File: config.mk
export PLATFORM = sky130hd
export DESIGN_NAME = uart_rx_stat
export DESIGN_NICKNAME = d
export VERILOG_FILES = /design/src/rtl/uart_rx_stat.sv
export SDC_FILE = /design/constraint.sdc
export NUM_CORES = 1
export LEC_CHECK = 0
export ABC_AREA = 1
export BUFFER_PORTS_ARGS = -buffer_cell sky130_fd_sc_hd__buf_2
export CORE_MARGIN = 1.5
export CORE_UTILIZATION = 40
export DETAILED_ROUTE_END_ITERATION = 8
export GPL_TIMING_DRIVEN = 0
export SLEW_MARGIN = 20
export SYNTH_ARGS = -nofsm -noshare
export SYNTH_HDL_FRONTEND = slang
export SYNTH_SLANG_ARGS = --single-unit
File: constraint.sdc
create_clock -name clk -period 3.6 [get_ports clk]
set_input_delay 1.08 -clock clk [delete_from_list [all_inputs] [get_ports clk]]
set_output_delay 1.08 -clock clk [all_outputs]
set_load 0.02 [all_outputs]
File: src/rtl/uart_rx_stat.sv
module uart_rx_stat #(
  parameter int DEPTH = 8,
  parameter int OSR   = 16
) (
  input  logic        clk,
  input  logic        rst_n,
  input  logic        tick16,
  input  logic        rxd,
  input  logic        txd_loop,
  input  logic        en_global,
  input  logic        en_rx,
  input  logic        loop_en,
  input  logic [1:0]  wlen,
  input  logic        par_en,
  input  logic        par_even,
  input  logic        par_stick,
  input  logic        rd,
  output logic [11:0] rd_data,
  output logic        rx_empty,
  output logic        rx_full
);
  localparam int AW   = (DEPTH > 1) ? $clog2(DEPTH) : 1;
  localparam int CW   = $clog2(OSR);
  localparam int HALF = OSR / 2;

  typedef enum logic [2:0] {S_IDLE, S_START, S_DATA, S_PAR, S_STOP, S_WAITHI} st_t;

  st_t           st;
  logic [1:0]    sync_q;
  logic [CW-1:0] cnt;
  logic [2:0]    bitn;
  logic [7:0]    shf;
  logic          pbit, allz, ovr_pend;
  logic [11:0]   mem [DEPTH];
  logic [AW-1:0] wptr, rptr;
  logic [AW:0]   level;

  wire ln      = sync_q[1];
  wire run     = en_global & en_rx;
  wire mid     = (cnt == CW'(HALF - 1));
  wire last    = (cnt == CW'(OSR - 1));
  wire [2:0] lastbit = 3'd4 + {1'b0, wlen};
  wire exp_par = par_stick ? ~par_even : (par_even ? ^shf : ~^shf);
  wire pe      = par_en & (pbit != exp_par);
  wire push    = tick16 & run & (st == S_STOP) & last;
  wire wr      = push & ~rx_full;
  wire pop     = rd & ~rx_empty;
  wire [11:0] word = {ovr_pend, ~ln & allz, pe, ~ln, shf};

  assign rx_empty = (level == '0);
  assign rx_full  = (level == (AW+1)'(DEPTH));
  assign rd_data  = mem[rptr];

  always_ff @(posedge clk or negedge rst_n)
    if (!rst_n) sync_q <= 2'b11;
    else        sync_q <= {sync_q[0], loop_en ? txd_loop : rxd};

  always_ff @(posedge clk or negedge rst_n) begin
    if (!rst_n) begin
      st <= S_IDLE; cnt <= '0; bitn <= '0; shf <= '0; pbit <= 1'b0; allz <= 1'b0;
    end else if (!run) begin
      st <= S_IDLE;
    end else if (tick16) begin
      case (st)
        S_IDLE: if (!ln) begin st <= S_START; cnt <= '0; end
        S_START:
          if (mid) begin
            if (ln) st <= S_IDLE;
            else begin st <= S_DATA; cnt <= '0; bitn <= '0; shf <= '0; allz <= 1'b1; end
          end else cnt <= cnt + 1'b1;
        S_DATA:
          if (last) begin
            cnt <= '0;
            shf[bitn] <= ln;
            allz <= allz & ~ln;
            if (bitn == lastbit) st <= par_en ? S_PAR : S_STOP;
            else bitn <= bitn + 1'b1;
          end else cnt <= cnt + 1'b1;
        S_PAR:
          if (last) begin
            cnt <= '0; pbit <= ln; allz <= allz & ~ln; st <= S_STOP;
          end else cnt <= cnt + 1'b1;
        S_STOP:
          if (last) st <= ln ? S_IDLE : S_WAITHI;
          else cnt <= cnt + 1'b1;
        default: if (ln) st <= S_IDLE;
      endcase
    end
  end

  always_ff @(posedge clk or negedge rst_n) begin
    if (!rst_n) begin
      wptr <= '0; rptr <= '0; level <= '0; ovr_pend <= 1'b0;
    end else begin
      if (push && rx_full) ovr_pend <= 1'b1;
      else if (wr)         ovr_pend <= 1'b0;
      if (wr)  wptr <= (wptr == AW'(DEPTH - 1)) ? '0 : wptr + 1'b1;
      if (pop) rptr <= (rptr == AW'(DEPTH - 1)) ? '0 : rptr + 1'b1;
      level <= level + (AW+1)'(wr) - (AW+1)'(pop);
    end
  end

  always_ff @(posedge clk)
    if (wr) mem[wptr] <= word;
endmodule


==> flow_metrics.tcl, run 1 <==
set metrics [dict create \
    rr_endpoint "level[2]" \
    pre_cts_ws_ps 386.2 \
    die_w_um 126.5 \
    postCtsSetupBuffers 0 \
    placed_cells 816 \
    crit_type "flop to output pin" \
    synth_edf_count 96 \
    hold_ws_ps 360.3 \
    syn_area_um2 6096 \
    io_buffers 27 \
    synth_nets 624 \
    synth_seq_cells 129 \
    start_util_pct 41.47 \
    drc 0 \
    post_cts_resized 0 \
    power.total_mw 4.746 \
    hold_class "flop to flop" \
    layout.nets 677 \
    relSlewSlack_pct 47.52 \
    rows 44 \
    fin_crit_ps 3356 \
    fin_skew_ps 8.162 \
    holdPathStages 0 \
    grt_overflow 0 \
    setup_ws_ps 243.7 \
    num_vias 4447 \
    design_area_um2 7121 \
    nFillCells 1309 \
    ys_seq_area_share_pct 60.88 \
    antenna_cells 0 \
    holdPathEnd "sync_q[1]" \
    drv_slew 0 \
    p_leak_nw 3.068 \
    required_ps 2520 \
    syn_to_final_growth_pct 16.81 \
    drt_wl_total_um 13430 \
    drive_above_1_share_pct 17.52 \
    reg2reg_slack_ps 870 \
    fin_crit_sh_pct 93.23 \
    critPathLaunchType "flop" \
    tns_ps 0 \
    synth.distinct_cells 39 \
    endpoint_kind "output pin" \
    rsz0062_at_grt "false" \
    path_max_fanout 10 \
    cts-hold-fix-buffers 0 \
    syn-instance-count 597 \
    cap_violations 0 \
    grt_max_degree 34 \
    die_y_um 126.5 \
    vias_per_cell 5.257 \
    drtIter0Drc 396 \
    ys.flop_type "edfxtp_1" \
    fmax_mhz 297.9 \
    clk_root_buffer_cell "clkbuf_16" \
    grt_pass1_vias 4187 \
    cts_buffers 17 \
    drt-wirelength-per-cell_um 15.88 \
    syn_area_per_cell_um2 10.21 \
    hold_violations 0 \
    io_pins 28 \
    die_area_um2 15990 \
    final_core_util_pct 48.44 \
    reg2regPathDepth 13 \
    p_per_area_nw_per_um2 666.5 \
    coreArea_um2 14700 \
    groute.usage.overall_pct 17.95 \
    ir_drop_mv 0.3884 \
    setup_viol 0 \
    ys_warn_count 0 \
    cts_tree "built" \
    htreeDepth 4 \
    place_congestion 0.8668 \
    final_cells 846 \
    drtAntennaViolNets 0 \
    tightestPinTransition_ps 787.1 \
    cp.arrival_ps 2280 \
    cts.path.max_buffers 2 \
    grt_pass1_wl_um 21800 \
    clk_latency_ps 420 \
    hp-start "sync_q[0]" \
    antenna_found_initial 0 \
    async_flop_share_pct 25.58 \
    first_pass_iters 5 \
    postPlaceCellArea_um2 6573 \
    clk_pin_slew_worst_paths_ps 50 \
    reg2reg_from "cnt[0]" \
    clock-sinks 129 \
    dpl.hpwl_um 9372 \
    status "finished, final reports clean" \
]
[worst max-delay path by stage]
stage | start | to | slack (ps)
2_1_floorplan | en_global | mem[1][0] | 510
3_3_place_gp | en_global | mem[7][3] | -380
3_5_place_dp | en_global | level[2] | 390
4_1_cts | rptr[0] | rd_data[7] | 180
5_1_grt | rptr[1] | rd_data[3] | 5
6_report | rptr[1] | rd_data[0] | 240
[Yosys cell counts (2+ instances only)]
cell / instances / share of area, %
nand4_1: 2 / 0.21
ha_1: 12 / 2.5
nand3_1: 28 / 2.3
nor3_1: 14 / 1.1
nand2_4: 5 / 0.92
o211ai_1: 3 / 0.37
o21ai_1: 14 / 1.1
dfrtp_1: 31 / 13
o32ai_1: 24 / 3.4
o21ai_0: 32 / 2.6
inv_1: 41 / 2.5
buf_2: 6 / 0.49
nand2_1: 132 / 8.1
nor2_4: 2 / 0.37
nor2_2: 3 / 0.31
xor2_1: 4 / 0.57
o21ai_2: 8 / 1.1
a21oi_1: 3 / 0.25
inv_2: 10 / 0.62
mux2_2: 2 / 0.37
buf_1: 2 / 0.12
xnor2_1: 3 / 0.43
dfstp_2: 2 / 0.86
clkbuf_1: 13 / 0.80
nor2_8: 3 / 0.99
nor2_1: 90 / 5.5
edfxtp_1: 96 / 47
[where the power goes]
| part | switching, mW | internal (mW) | total, mW | leakage, nW |
|---|---|---|---|---|
| logic | 0.972 | 0.460 | 1.43 | 1.38 |
| clock network | 0.614 | 1.01 | 1.62 | 0.265 |
| registers | 0.0512 | 1.64 | 1.69 | 1.42 |
| total | 1.64 | 3.11 | 4.75 | 3.07 |
[per-layer routing]
layer  track usage (%)  part of all wire (%)  vias to the layer above
met5                 0                     0                        -
met1             23.74                    45                     2127
li1                  -                     -                     2164
met3             4.302                   6.8                       19
met4             6.897                   1.5                        0
met2             28.77                    46                      137
[kinds of logic after synthesis]
kind of cell               count (synthesis)  share of synthesized area (%)
AOI/OAI and AO/OA                         88                          9.503
buffers and inverters                     74                          4.721
xor gates and xnor gates                   7                          1.006
muxes                                      2                         0.3694
and+or+nand+nor                          284                          20.73
adders and majority gates                 13                          2.791
DFF                                      129                          60.88
[worst max-delay path, cell delays in order, from the launching register on]
cell and delay, ps:
dfrtp_1 400, buf_2 280, clkbuf_1 460, o21ai_0 180, o32ai_1 170, nand2_1 90
nand2_1 100, buf_2 170
[cell type report]
cell class	instances	area (µm²)	share of cell area, %
timing repair buffer	35	206.4	2.899
sequential	129	3711	52.12
multi-input combinational	394	2137	30.01
inverter	53	201.4	2.829
clock inverter	11	115.1	1.617
clock buffer	20	436.7	6.132
buffer	20	82.58	1.160
tap	184	230.2	3.233
[flip-flops by register name (all words and copies together) (netlist names), 2 cells and up]
name and count:
mem 96, shf 8, sync_q 2, st 3, bitn 3, cnt 4, level 4, wptr 3
rptr 3
[cells in the final DEF, fill, tap and decap left out, types with 12 or more instances in the layout]
cell type	instances
o21ai_1	14
nor2_1	90
clkbuf_1	16
inv_1	41
dfrtp_1	31
edfxtp_1	96
nand3_1	28
o32ai_1	24
ha_1	12
buf_2	33
nand2_1	132
o21ai_0	32
clkbuf_16	17
No activity file was read; power rests on OpenSTA's default activity.
==> run 2, diff against run 1 <==
--- a/config.mk
+++ b/config.mk
@@ -7,10 +7,11 @@
 export LEC_CHECK = 0
 export ABC_AREA = 1
 export BUFFER_PORTS_ARGS = -buffer_cell sky130_fd_sc_hd__buf_2
-export CORE_MARGIN = 1.5
+export CAP_MARGIN = 30
 export CORE_UTILIZATION = 40
 export DETAILED_ROUTE_END_ITERATION = 8
 export GPL_TIMING_DRIVEN = 0
+export SETUP_SLACK_MARGIN = 0.4
 export SLEW_MARGIN = 20
 export SYNTH_ARGS = -nofsm -noshare
 export SYNTH_HDL_FRONTEND = slang
==> run 2 against run 1 <==
Net effect:
- sequential power hardly changed
- clock skew is 1.5 ps lower
- largest cell class unchanged
- sequential share of layout area is 0.26 points lower
- register-to-register slack better by 30 ps
- hold slack worse by 5.8 ps
==> flow_metrics.tcl, run 2 (synthesized netlist as in run 1, its figures left out) <==
set metrics [dict create \
    hp-start "sync_q[0]" \
    final_cell_mix "nand2_1 (132), edfxtp_1 (96), nor2_1 (90)" \
    relSlewSlack_pct 47.13 \
    antenna_found_initial 0 \
    grt_max_degree 34 \
    setup_viol 0 \
    reg2regPathDepth 13 \
    final_cells 846 \
    cts_buffers 17 \
    cap_violations 0 \
    reg2reg_from "cnt[0]" \
    drt-wirelength-per-cell_um 15.94 \
    reg2reg_slack_ps 900 \
    holdPathEnd "sync_q[1]" \
    rr_endpoint "level[2]" \
    design_area_um2 7159 \
    hold_class "flop to flop" \
    io_pins 28 \
    drive_above_1_share_pct 19.03 \
    nFillCells 1343 \
    htreeDepth 4 \
    multi_input_area_um2 2145 \
    cts_tree "built" \
    drtAntennaViolNets 0 \
    pwr-share-seq_pct 35.5 \
    seqCellArea_um2 3712 \
    grt_overflow 0 \
    postPlaceCellArea_um2 6580 \
    placed_cells 816 \
    clk_root_buffer_cell "clkbuf_16" \
    p_leak_nw 3.097 \
    fin_skew_ps 6.695 \
    grt_pass1_wl_um 21850 \
    final_core_util_pct 48.71 \
    clk_latency_ps 420 \
    coreArea_um2 14700 \
    io_buffers 27 \
    drtIter0Drc 296 \
    layout.nets 678 \
    drt_wl_total_um 13490 \
    slowest_stage "dfrtp_1" \
    holdPathStages 0 \
    fin_crit_ps 3099 \
    num_vias 4384 \
    fmax_mhz 322.7 \
    path_max_fanout 10 \
    groute.usage.overall_pct 18.40 \
    tightestPinTransition_ps 793.0 \
    place_congestion 0.8705 \
    p_sw_share_pct 34.19 \
    first_pass_iters 7 \
    die_w_um 125.5 \
    rows 44 \
    fin_crit_sh_pct 86.08 \
    slowest_delay_ps 430 \
    switching_power_mw 1.628 \
    required_ps 2520 \
    grt_pass1_vias 4231 \
    crit_type "flop to output pin" \
    antenna_cells 0 \
    vias_per_cell 5.182 \
    clockPowerShare_pct 33.7 \
    die_area_um2 15740 \
    power.internal_mw 3.134 \
    cp.arrival_ps 2020 \
    largestRegisters "mem (96), shf (8)" \
    dpl.hpwl_um 9489 \
    hold_violations 0 \
    largest_register_ffs 96 \
    syn_to_final_growth_pct 17.45 \
    drv_slew 0 \
    rsz0062_at_grt "false" \
    ir_drop_mv 0.4067 \
    critPathLaunchType "flop" \
    start_util_pct 41.47 \
    endpoint_kind "output pin" \
    comb_power_share_pct 30.8 \
    crit_chain "buf_2, clkbuf_4, o32ai_1, nand2_1, nand2_1, buf_2" \
    layout_commonest_cell "nand2_1" \
    postCtsSetupBuffers 0 \
    status "finished, final reports clean" \
    regMostFlops "mem" \
    clk_pin_slew_worst_paths_ps 50 \
    clock-sinks 129 \
    die_y_um 125.5 \
    p_per_area_nw_per_um2 665.1 \
    drc 0 \
    cts.path.max_buffers 2 \
]
[run 2: worst max path at each step]
| stage | from | cells after the start | to | slack, ps |
|---|---|---|---|---|
| 5_1_grt | rptr[1] | 6 | rd_data[9] | 400 |
| 2_1_floorplan | en_global | 8 | mem[1][0] | 510 |
| 4_1_cts | rptr[0] | 8 | rd_data[7] | 420 |
| 6_report | rptr[1] | 6 | rd_data[8] | 500 |
| 3_5_place_dp | en_global | 13 | level[2] | 400 |
| 3_3_place_gp | en_global | 9 | mem[7][3] | -380 |
[run 2: area by class of cell]
cell class,instances,area share (%)
Timing Repair Buffer,35,2.988
Sequential cell,129,51.85
Tap cell,184,3.216
Clock inverter,12,1.678
Multi-Input combinational cell,394,29.95
Clock buffer,18,5.994
Inverter,53,2.814
Buffer,21,1.503
[run 2: stage by stage]
| stage | setup TNS (ps) | hold WS (ps) | total power, mW | worst slack [ps] |
|---|---|---|---|---|
| 2_1_floorplan | 0 | 345.2 | 2.680 | 506.3 |
| 3_3_place_gp | -29470 | 349.3 | 3.113 | -375.6 |
| 3_5_place_dp | 0 | 348.2 | 3.153 | 401.0 |
| 4_1_cts | 0 | 356.1 | 4.770 | 415.4 |
| 5_1_grt | 0 | 357.0 | 5.010 | 404.5 |
| 6_report | 0 | 354.5 | 4.762 | 501.2 |
[run 2: what timing repair did]
item                                    CTS  global route
endpoints found under the setup margin   12            12
hold buffers                              0             0
resized for setup                         8            10
[run 2: worst max-delay path, delay by kind of cell (launching register included)]
| kind | cells | cell delay [ps] |
|---|---|---|
| AOI/OAI and AO/OA | 1 | 330 |
| buffers and inverters | 3 | 610 |
| and+or+nand+nor | 2 | 230 |
| DFF | 1 | 430 |
[run 2: power groups by stage]
stage | combinational [mW] | clock (mW) | sequential [mW]
floorplan | 0.975 | 0 | 1.71
global placement | 1.40 | 0 | 1.71
detailed placement | 1.43 | 0 | 1.72
CTS | 1.45 | 1.63 | 1.69
global route | 1.62 | 1.69 | 1.70
finish | 1.46 | 1.60 | 1.69
[run 2: layer usage]
layer  global-route usage, %  up-vias  share of wire, %
met1                   23.93     2070                44
met5                       0        -                 0
li1                        -     2158                 -
met3                   3.979       24               6.0
met2                   29.97      132                48
met4                   7.317        0               1.5
==> run 3, diff against run 2 <==
--- a/config.mk
+++ b/config.mk
@@ -6,8 +6,7 @@
 export NUM_CORES = 1
 export LEC_CHECK = 0
 export ABC_AREA = 1
-export BUFFER_PORTS_ARGS = -buffer_cell sky130_fd_sc_hd__buf_2
-export CAP_MARGIN = 30
+export BUFFER_PORTS_ARGS = -buffer_cell sky130_fd_sc_hd__clkbuf_2
 export CORE_UTILIZATION = 40
 export DETAILED_ROUTE_END_ITERATION = 8
 export GPL_TIMING_DRIVEN = 0
==> run 3 against run 2 <==
Net effect:
- the flow now finishes with violations (DRC)
- combinational power grew 3%
- fmax shrank 0.43%
- final area is essentially flat
- routed wire length grew 0.81%
- register-to-register slack lost 20 ps
- sequential share of layout area is essentially flat
- sequential power is essentially flat
- worst setup slack lost 13 ps
- flip-flop and latch count is the same
- first-iteration DRC count grew 9.1%
- critical path type unchanged
- largest cell class unchanged
- largest power group unchanged
==> flow_metrics.tcl, run 3 (synthesized netlist as in run 1, its figures left out) <==
set metrics [dict create \
    largestRegisters "mem (96), shf (8)" \
    start_util_pct 41.47 \
    p_leak_nw 3.082 \
    relSlewSlack_pct 40.68 \
    final_cells 847 \
    rr_endpoint "level[2]" \
    path_buf_inv 3 \
    grt_pass1_vias 4255 \
    cap_violations 0 \
    cts_tree "built" \
    grt_max_degree 34 \
    drtAntennaViolNets 0 \
    reg2reg_from "cnt[0]" \
    nFillCells 1348 \
    grt_overflow 0 \
    crit_type "flop to output pin" \
    io_buffers 27 \
    num_vias 4407 \
    drt-wirelength-per-cell_um 16.05 \
    hp-start "sync_q[0]" \
    regMostFlops "mem" \
    rows 44 \
    groute.usage.overall_pct 18.67 \
    tns_ps 0 \
    drive_above_1_share_pct 19.00 \
    endpoint_kind "output pin" \
    placed_cells 816 \
    slowest_delay_ps 420 \
    hold_violations 0 \
    final_cell_mix "nand2_1 (132), edfxtp_1 (96), nor2_1 (90)" \
    drv_slew 0 \
    fin_skew_ps 7.343 \
    path_delay_family "buffers and inverters" \
    postCtsSetupBuffers 0 \
    drt_wl_total_um 13600 \
    cts.path.max_buffers 2 \
    hold_class "flop to flop" \
    drtIter0Drc 323 \
    io_pins 28 \
    status "complete, but fails checks" \
    syn_to_final_growth_pct 17.43 \
    vias_per_cell 5.203 \
    drc 2 \
    clock-sinks 129 \
    reg2reg_slack_ps 880 \
    cp.arrival_ps 2030 \
    cts_buffers 17 \
    required_ps 2520 \
    die_y_um 125.5 \
    holdPathEnd "sync_q[1]" \
    clk_latency_ps 420 \
    reg2regPathDepth 13 \
    antenna_cells 0 \
    clk_root_buffer_cell "clkbuf_16" \
    coreArea_um2 14700 \
    rsz0062_at_grt "true" \
    design_area_um2 7158 \
    critPathLaunch "rptr[1]" \
    cts-hold-fix-buffers 0 \
    htreeDepth 4 \
    postPlaceCellArea_um2 6573 \
    first_pass_iters 9 \
    die_area_um2 15740 \
    antenna_found_initial 0 \
    dpl.hpwl_um 9527 \
    largest_register_ffs 96 \
    fin_crit_sh_pct 86.45 \
    fin_crit_ps 3112 \
    layout_commonest_cell "nand2_1" \
    grt_pass1_wl_um 21960 \
    p_per_area_nw_per_um2 662.8 \
    clk_pin_slew_worst_paths_ps 50 \
    path_max_fanout 10 \
    post_cts_resized 8 \
    ir_drop_mv 0.3220 \
    slowest_stage "dfrtp_1" \
    fmax_mhz 321.3 \
    hold_ws_ps 357.3 \
    place_congestion 0.8644 \
    tightestPinTransition_ps 889.8 \
    layout.nets 678 \
    setup_viol 0 \
    critPathLaunchType "flop" \
    crit_chain "clkbuf_4, clkbuf_4, o32ai_1, nand2_1, nand2_1, clkbuf_2" \
    die_w_um 125.5 \
    holdPathStages 0 \
    violations "DRC" \
]
[run 3: cell count changes in the layout (fill, tap and decap cells not counted)]
cell and delta:
buf_1 +1, buf_2 -26, buf_4 +1, buf_6 -1, bufinv_16 -1, clkbuf_1 +1
clkbuf_2 +24, clkbuf_4 +1, clkinv_1 +2, clkinv_2 -2, clkinvlp_4 +1, o32ai_1 -3
o32ai_2 +3
[run 3: final cells by class]
class / count / area [µm²] / share of cell area [%]
plain buffers: 21 / 112.6 / 1.573
clock buffers: 19 / 432.9 / 6.048
clock inverters: 12 / 95.09 / 1.328
repair buffers: 35 / 206.4 / 2.884
inverters: 53 / 201.4 / 2.814
multi-input cells: 394 / 2167 / 30.27
flip-flops and latches: 129 / 3712 / 51.86
well taps: 184 / 230.2 / 3.216
[run 3: metrics by stage]
| stage | setup slack (ps) | utilization [%] | power, mW |
|---|---|---|---|
| 2_1_floorplan | 506.3 | - | 2.680 |
| 3_3_place_gp | -382.0 | 43.96 | 3.115 |
| 3_5_place_dp | 365.5 | 44.71 | 3.162 |
| 4_1_cts | 408.6 | 48.40 | 4.724 |
| 5_1_grt | 390.5 | 48.70 | 5.009 |
| 6_report | 487.8 | 48.70 | 4.745 |
[run 3: how the worst max path moves through the flow]
stage	slack (ps)	endpoint	depth (start not counted)
final	490	rd_data[10]	6
after global routing	390	rd_data[4]	8
after CTS	410	rd_data[5]	8
after detailed placement	370	level[2]	13
after global placement	-380	mem[7][3]	9
after floorplan	510	mem[1][0]	8
[run 3: routing by layer]
metal / track usage (%) / routed length [µm]
met1: 24.14 / 6249
met4: 7.461 / 213
met2: 30.42 / 6539
met5: 0 / 0
met3: 4.193 / 595
[run 3: worst register-to-register path: cells and delay by family (launching register included)]
family | cells | cell delay (ps)
flops | 1 | 480
xor+xnor | 1 | 170
buf+inv | 3 | 180
fa+ha+maj | 4 | 1160
simple gates | 5 | 610
[run 3: where the power goes]
group | internal (mW) | switching [mW] | total [mW]
Clock | 0.931 | 0.613 | 1.54
Combinational | 0.507 | 0.999 | 1.51
Sequential | 1.64 | 0.0508 | 1.69
